`src/rtl/cart_bank_pkg.sv`:
```
package cart_bank_pkg;
  localparam int unsigned ROM_LO_W = 5;
  localparam int unsigned UPPER_W  = 2;
  localparam int unsigned ROM_W    = ROM_LO_W + UPPER_W;
  localparam logic [3:0]  RAM_KEY  = 4'hA;

  typedef enum logic [1:0] {
    SEL_RAMEN = 2'b00,
    SEL_LOBNK = 2'b01,
    SEL_UPPER = 2'b10,
    SEL_MODE  = 2'b11
  } ctl_sel_e;
endpackage

```
`src/rtl/cart_wr_capture.sv`:
```
module cart_wr_capture #(
  parameter int unsigned DATA_W = 8
) (
  input  logic              clk,
  input  logic              rst_n,
  input  logic [15:13]      addr_hi,
  input  logic [DATA_W-1:0] data,
  input  logic              wr_n,
  output logic              commit,
  output logic [1:0]        commit_sel,
  output logic [DATA_W-1:0] commit_data
);
  logic              wr_low_q;
  logic [15:13]      a_q, a_d;
  logic [DATA_W-1:0] d_q, d_d;
  logic              cap_en;

  assign cap_en = ~wr_n;

  always_comb begin
    a_d = a_q;
    d_d = d_q;
    if (cap_en) begin
      a_d = addr_hi;
      d_d = data;
    end
  end

  always_ff @(posedge clk or negedge rst_n) begin
    if (!rst_n) begin
      wr_low_q <= 1'b0;
      a_q      <= '0;
      d_q      <= '0;
    end else begin
      wr_low_q <= cap_en;
      a_q      <= a_d;
      d_q      <= d_d;
    end
  end

  assign commit      = wr_low_q & wr_n & ~a_q[15];
  assign commit_sel  = a_q[14:13];
  assign commit_data = d_q;
endmodule

```
`src/rtl/cart_bank_regs.sv`:
```
module cart_bank_regs
  import cart_bank_pkg::*;
#(
  parameter int unsigned DATA_W = 8
) (
  input  logic                clk,
  input  logic                rst_n,
  input  logic                commit,
  input  logic [1:0]          commit_sel,
  input  logic [DATA_W-1:0]   commit_data,
  output logic [ROM_LO_W-1:0] lo_bank,
  output logic [UPPER_W-1:0]  upper,
  output logic                mode,
  output logic                ram_en
);
  logic [ROM_LO_W-1:0] lo_d;
  logic [UPPER_W-1:0]  up_d;
  logic                mode_d, en_d;
  logic [ROM_LO_W-1:0] lo_raw;

  assign lo_raw = commit_data[ROM_LO_W-1:0];

  always_comb begin
    lo_d   = lo_bank;
    up_d   = upper;
    mode_d = mode;
    en_d   = ram_en;
    if (commit) begin
      unique case (ctl_sel_e'(commit_sel))
        SEL_RAMEN: en_d   = (commit_data[3:0] == RAM_KEY);
        SEL_LOBNK: lo_d   = (lo_raw == '0) ? ROM_LO_W'(1) : lo_raw;
        SEL_UPPER: up_d   = commit_data[UPPER_W-1:0];
        SEL_MODE:  mode_d = commit_data[0];
        default:   ;
      endcase
    end
  end

  always_ff @(posedge clk or negedge rst_n) begin
    if (!rst_n) begin
      lo_bank <= ROM_LO_W'(1);
      upper   <= '0;
      mode    <= 1'b0;
      ram_en  <= 1'b0;
    end else if (commit) begin
      lo_bank <= lo_d;
      upper   <= up_d;
      mode    <= mode_d;
      ram_en  <= en_d;
    end
  end
endmodule

```
`src/rtl/cart_addr_map.sv`:
```
module cart_addr_map
  import cart_bank_pkg::*;
(
  input  logic [15:13]        addr_hi,
  input  logic                rd_n,
  input  logic                ram_cs_n,
  input  logic [ROM_LO_W-1:0] lo_bank,
  input  logic [UPPER_W-1:0]  upper,
  input  logic                mode,
  input  logic                ram_en,
  output logic [ROM_W-1:0]    rom_bank,
  output logic [UPPER_W-1:0]  ram_bank,
  output logic                rom_ce_n,
  output logic                ram_ce_n
);
  logic [UPPER_W-1:0] rom_top;

  assign rom_top = mode ? '0 : upper;

  always_comb begin
    if (addr_hi[14]) rom_bank = {rom_top, lo_bank};
    else             rom_bank = '0;
  end

  assign ram_bank = mode ? upper : '0;
  assign rom_ce_n = ~(~rd_n & ~addr_hi[15]);
  assign ram_ce_n = ~(ram_en & ~ram_cs_n & (addr_hi == 3'b101));
endmodule

```
`src/rtl/cart_bank_ctrl.sv`:
```
module cart_bank_ctrl
  import cart_bank_pkg::*;
(
  input  logic             clk,
  input  logic             rst_n,
  input  logic [15:0]      bus_addr,
  input  logic [7:0]       bus_data,
  input  logic             rd_n,
  input  logic             wr_n,
  input  logic             ram_cs_n,
  output logic [ROM_W-1:0] rom_bank,
  output logic [UPPER_W-1:0] ram_bank,
  output logic             rom_ce_n,
  output logic             ram_ce_n
);
  logic [1:0] rst_sync;
  logic       rst_int_n;

  always_ff @(posedge clk or negedge rst_n) begin
    if (!rst_n) rst_sync <= 2'b00;
    else        rst_sync <= {rst_sync[0], 1'b1};
  end
  assign rst_int_n = rst_sync[1];

  logic                commit;
  logic [1:0]          commit_sel;
  logic [7:0]          commit_data;
  logic [ROM_LO_W-1:0] lo_bank;
  logic [UPPER_W-1:0]  upper;
  logic                mode;
  logic                ram_en;

  cart_wr_capture #(.DATA_W(8)) u_cap (
    .clk(clk), .rst_n(rst_int_n), .addr_hi(bus_addr[15:13]), .data(bus_data),
    .wr_n(wr_n), .commit(commit), .commit_sel(commit_sel), .commit_data(commit_data)
  );

  cart_bank_regs #(.DATA_W(8)) u_regs (
    .clk(clk), .rst_n(rst_int_n), .commit(commit), .commit_sel(commit_sel),
    .commit_data(commit_data), .lo_bank(lo_bank), .upper(upper), .mode(mode),
    .ram_en(ram_en)
  );

  cart_addr_map u_map (
    .addr_hi(bus_addr[15:13]), .rd_n(rd_n), .ram_cs_n(ram_cs_n),
    .lo_bank(lo_bank), .upper(upper), .mode(mode), .ram_en(ram_en),
    .rom_bank(rom_bank), .ram_bank(ram_bank), .rom_ce_n(rom_ce_n),
    .ram_ce_n(ram_ce_n)
  );
endmodule

```
`config.mk`:
```
export PLATFORM = sky130hd
export DESIGN_NAME = cart_bank_ctrl
export DESIGN_NICKNAME = d
export VERILOG_FILES = /design/src/rtl/cart_bank_pkg.sv /design/src/rtl/cart_wr_capture.sv /design/src/rtl/cart_bank_regs.sv /design/src/rtl/cart_addr_map.sv /design/src/rtl/cart_bank_ctrl.sv
export SDC_FILE = /design/constraint.sdc
export NUM_CORES = 1
export LEC_CHECK = 0
export ABC_AREA = 1
export BUFFER_PORTS_ARGS = -buffer_cell sky130_fd_sc_hd__buf_2
export CORE_MARGIN = 1
export CORE_UTILIZATION = 49
export DETAILED_ROUTE_END_ITERATION = 10
export GPL_ROUTABILITY_DRIVEN = 0
export PLACE_DENSITY_LB_ADDON = 0.3
export SLEW_MARGIN = 30
export SYNTH_ARGS = -nofsm -noshare
export SYNTH_HDL_FRONTEND = slang
export SYNTH_SLANG_ARGS = --single-unit
```
`constraint.sdc`:
```
create_clock -name clk -period 1.65 [get_ports clk]
set_input_delay 0.4125 -clock clk [delete_from_list [all_inputs] [get_ports clk]]
set_output_delay 0.4125 -clock clk [all_outputs]
set_load 0.01 [all_outputs]
```
Word-level counts from Yosys, hierarchy flattened
Cells that the tools add are included.
{"block": "word_totals", "regBits": 20, "romBits": 0, "mem_bits_rw": 0, "wordCells": 35, "memories": 0, "output_inout_bits": 11, "latchBits": 0}
{"block": "classes", "mul": 0, "n_lt_le_gt_ge": 0, "bitwise": 12, "shift": 0, "mux": 4, "n_addsub": 0, "reduce_logical": 6, "eq_ne": 5, "n_div": 0}
{"cell": "AND reduction 2 bit", "count": 4}
{"cell": "2-to-1 mux 7 bit", "count": 1}
{"cell": "inverter 1 bit", "count": 7}
{"cell": "bitwise AND 1 bit", "count": 5}
{"cell": "logical NOT 5 bit", "count": 1}
{"cell": "2-to-1 mux 5 bit", "count": 1}
{"cell": "equality test 2 bit (second input constant)", "count": 2}
{"cell": "equality test 4 bit (second input constant)", "count": 1}
{"cell": "2-to-1 mux 2 bit", "count": 2}
{"cell": "equality test 3 bit (second input constant)", "count": 1}
{"cell": "equality test 2 x 1 -> 1 bit (second input constant)", "count": 1}
{"cell": "logical NOT 2 bit", "count": 1}

Logic depth before layout (Yosys ltp)
{"block": "logic_depth", "word_depth": 4, "mapped_depth": 6, "ltp_nobuf": 6}

Cells and area by module
From an unflattened synthesis, not the netlist that was laid out.
{"block": "hier_totals", "hier_cells": 130, "hier_area_um2": 1017.2}
{"mod": "cart_wr_capture", "area_per_inst_um2": 469.2, "instances": 1, "cells_each": 52, "seq_area_each_um2": 300.3}
{"mod": "cart_bank_regs", "area_per_inst_um2": 391.6, "instances": 1, "cells_each": 49, "seq_area_each_um2": 226.5}
{"mod": "cart_addr_map", "area_per_inst_um2": 102.6, "instances": 1, "cells_each": 26, "seq_area_each_um2": 0.0}
{"mod": "cart_bank_ctrl", "area_per_inst_um2": 53.8, "instances": 1, "cells_each": 3, "seq_area_each_um2": 50.0}

Worst setup path before layout
OpenSTA, ideal clock, no wires.
{"block": "synth_path", "path_type": "input -> output", "from": "input port bus_addr[14]", "to": "output port rom_bank[5]", "required_time_ps": 1237, "setup_slack_ps": 475, "n_path_buf": 0, "cell_stages": 2, "t_arrival_ps": 762, "path_cell_list": "inv_1 > nor3b_1"}
{"block": "synth_via", "elab_chain_cells": 1}
{"element": "start: declaration", "line": "cart_bank_ctrl.sv:6", "rtl": "input logic [15:0] bus_addr,"}
{"element": "2-to-1 mux 7 bit", "line": "cart_addr_map.sv:21", "rtl": "if (addr_hi[14]) rom_bank = {rom_top, lo_bank};"}
{"element": "end: declaration", "line": "cart_bank_ctrl.sv:11", "rtl": "output logic [ROM_W-1:0] rom_bank,"}
Every way passes these cells.

Final worst setup path
{"block": "layout_path", "from": "register u_regs.mode", "to": "output port rom_bank[6]"}
{"block": "layout_via", "elab_chain_cells": 2}
{"element": "start: declaration", "line": "cart_bank_regs.sv:13", "rtl": "output logic mode,"}
{"element": "start signal: assignment", "line": "cart_bank_regs.sv:48", "rtl": "mode <= mode_d;"}
{"element": "2-to-1 mux 2 bit", "line": "cart_addr_map.sv:18", "rtl": "assign rom_top = mode ? '0 : upper;"}
{"element": "2-to-1 mux 7 bit", "line": "cart_addr_map.sv:21"}
Every way passes these cells.

==> impl_metrics.ini <==
[cts]
cts_tree = built
htree_levels = 1
root_buffer = clkbuf_4
path_clk_slew_ns = 0.11
clockBufferDepth = 2
numCtsBuffers = 3
cts_sinks = 20
clk_latency_ns = 0.29

[final_layout]
layout.nets = 174
diodes = 0
seqCellArea_um2 = 502
multi_input_area_um2 = 377
final_cell_mix = 55 x nand2_1, 23 x buf_2, 19 x dfrtp_1
fillers = 175
drive_gt1_share_pct = 25.0
final_common_cell = nand2_1
final_util_pct = 64.4
area_growth_pct = 20.5
final_area_um2 = 1150

[setup_path]
r2r_setup_slack_ns = 0.67
cp-end-kind = output pin
worstPathRequired_ns = 1.24
crit_type = flop to output pin
worstPathMaxFanout = 5
rr_worst_depth = 6
critPathLaunchType = flop
slowest_stage = dfrtp_1
worstPathArrival_ns = 1.09
path_cells = nor3b_1, buf_2
slowest_delay_ns = 0.43

[run_status]
status = complete, no violations

[placement]
placed_area_um2 = 1080
pre_cts_slack_ns = 0.193
hpwlAfterDp_um = 1210
numPortBuffers = 23

[min_path]
min_path_type = flop to async pin

[synth]
yosysWarnings = 0
syn_area_um2 = 952
synth-seq-cells = 20
synth_fp_nets = 147
synth_top_area_cell = dfrtp_1
synth-seq-area-share_pct = 52.7
synthCells = 118
avgSynthCellArea_um2 = 8.07
netlist.area_leader.share_pct = 49.9
post_synth_num_cell_types = 18
yosys-top-cells-area = dfrtp_1 50%, nand2_1 22%, inv_1 6.3%

[flow_run]
maxCapViolations = 0

[global_routing]
grt_pass1_vias = 608
grt-ovfl-total = 0
antenna_found_initial = 0
grt_max_degree = 19
grt_use_total_pct = 17.2
grt_pass1_wl_um = 2550

[die]
initial_core_util_pct = 53.4
die_x_um = 46.1
pin_count = 40
num_rows = 15
design.die.area_um2 = 2120
fp.dieH_um = 46.1
core_um2 = 1780

[detailed_routing]
viasPerCell = 4.47
vias = 756
drt_iter0_markers = 19
drc = 0
wire_per_inst_um = 9.52
routed_wl_um = 1610
drt-pass1-iter-count = 4
ant_nets = 0

[sta]
final_period_minus_worst_setup_slack_ns = 1.50
max_freq_ghz = 0.667
finalMaxSlewViolations = 0
hold_violations = 0
worst_slack_ns = 0.150
finalCritPeriodShare_pct = 90.9
clock_skew_ns = 0.00242
setup_viol = 0
rsz0062_at_grt = no
fin_tns_setup_ns = 0
hold_ws_ns = 0.295
relSlewSlack_pct = 53.5
worst_slew_pin_slew_ns = 0.698

[pwr]
p_leak_uw = 0.000696
peakVddDrop_uv = 639
cellPowerDensity_nw_per_um2 = 1090
-- synthesized netlist by cell type (all sizes together) --
| library cell | n |
|---|---|
| nand2 | 58 |
| o21ai | 4 |
| or2 | 1 |
| nor2 | 8 |
| dfrtp | 19 |
| inv | 16 |
| dfstp | 1 |
| conb | 1 |
| nand3 | 5 |
| buf | 2 |
| nor3b | 3 |
-- cell type report --
class	instances	area share, %
clock inverter	1	2.62
tap	25	2.73
clock buffer	3	1.96
multi-input combinational	80	32.8
sequential	20	43.7
inverter	16	5.23
timing repair buffer	24	10.9
-- registers in the layout, summed over array words and instances, names as in the netlist --
name	cells
u_regs.lo_bank	5
u_regs.mode	1
rst_sync	2
u_cap.wr_low_q	1
u_regs.upper	2
u_cap.a_q	3
u_regs.ram_en	1
u_cap.commit_data	5
-- worst max-delay path, delay by kind of cell, from the launching register on --
kind / cells / cell delay (ns)
DFF: 1 / 0.43
and+or+nand+nor: 1 / 0.20
buffers and inverters: 1 / 0.16
-- worst paths after layout --
| path | from | to |
|---|---|---|
| worst min register to register | rst_sync[1] | u_cap.wr_low_q |
| max in group asynchronous | rst_sync[1] | u_regs.lo_bank[3] |
| worst max-delay path | u_regs.mode | rom_bank[6] |
| worst max register to register | u_cap.a_q[14] | u_regs.lo_bank[4] |
| min in group clk | bus_data[3] | u_cap.commit_data[3] |
| worst min-delay path | rst_sync[1] | u_cap.wr_low_q |
-- power breakdown --
part	internal, uW	total [uW]	switching, uW
Combinational	95.7	213	117
Clock	245	394	149
Sequential	574	639	65.5
Total	915	1250	331
-- routing by layer --
| metal | track usage [%] | up-vias | share of wire, % |
|---|---|---|---|
| met5 | 0 | - | 0 |
| met4 | 8.82 | 0 | 0.81 |
| met3 | 2.35 | 2 | 3.6 |
| met2 | 26.5 | 18 | 47 |
| met1 | 23.5 | 337 | 48 |
| li1 | - | 399 | - |
-- repair_timing --
item	4_1_cts	5_1_grt
setup endpoints to repair	0	1
hold buffers	1	0
setup buffers	0	0
gates resized for setup	0	1
endpoints found under the hold margin	2	0
-- cell families (layout without fill, tap and decap cells) --
kind of cell	after synthesis	count (layout)	share of synthesized area, %
buf+inv	18	44	8.28
compound gates	4	4	2.10
flops	20	20	52.7
other cells	1	1	0.394
simple gates	75	75	36.5
-- stage by stage --
stage | cells | total power (uW)
finish | 169 | 1250
global route | 169 | 1320
CTS | 169 | 1250
detailed placement | 164 | 862
global placement | 164 | 853
floorplan | 118 | 787
No activity file was read; power rests on OpenSTA's default activity.
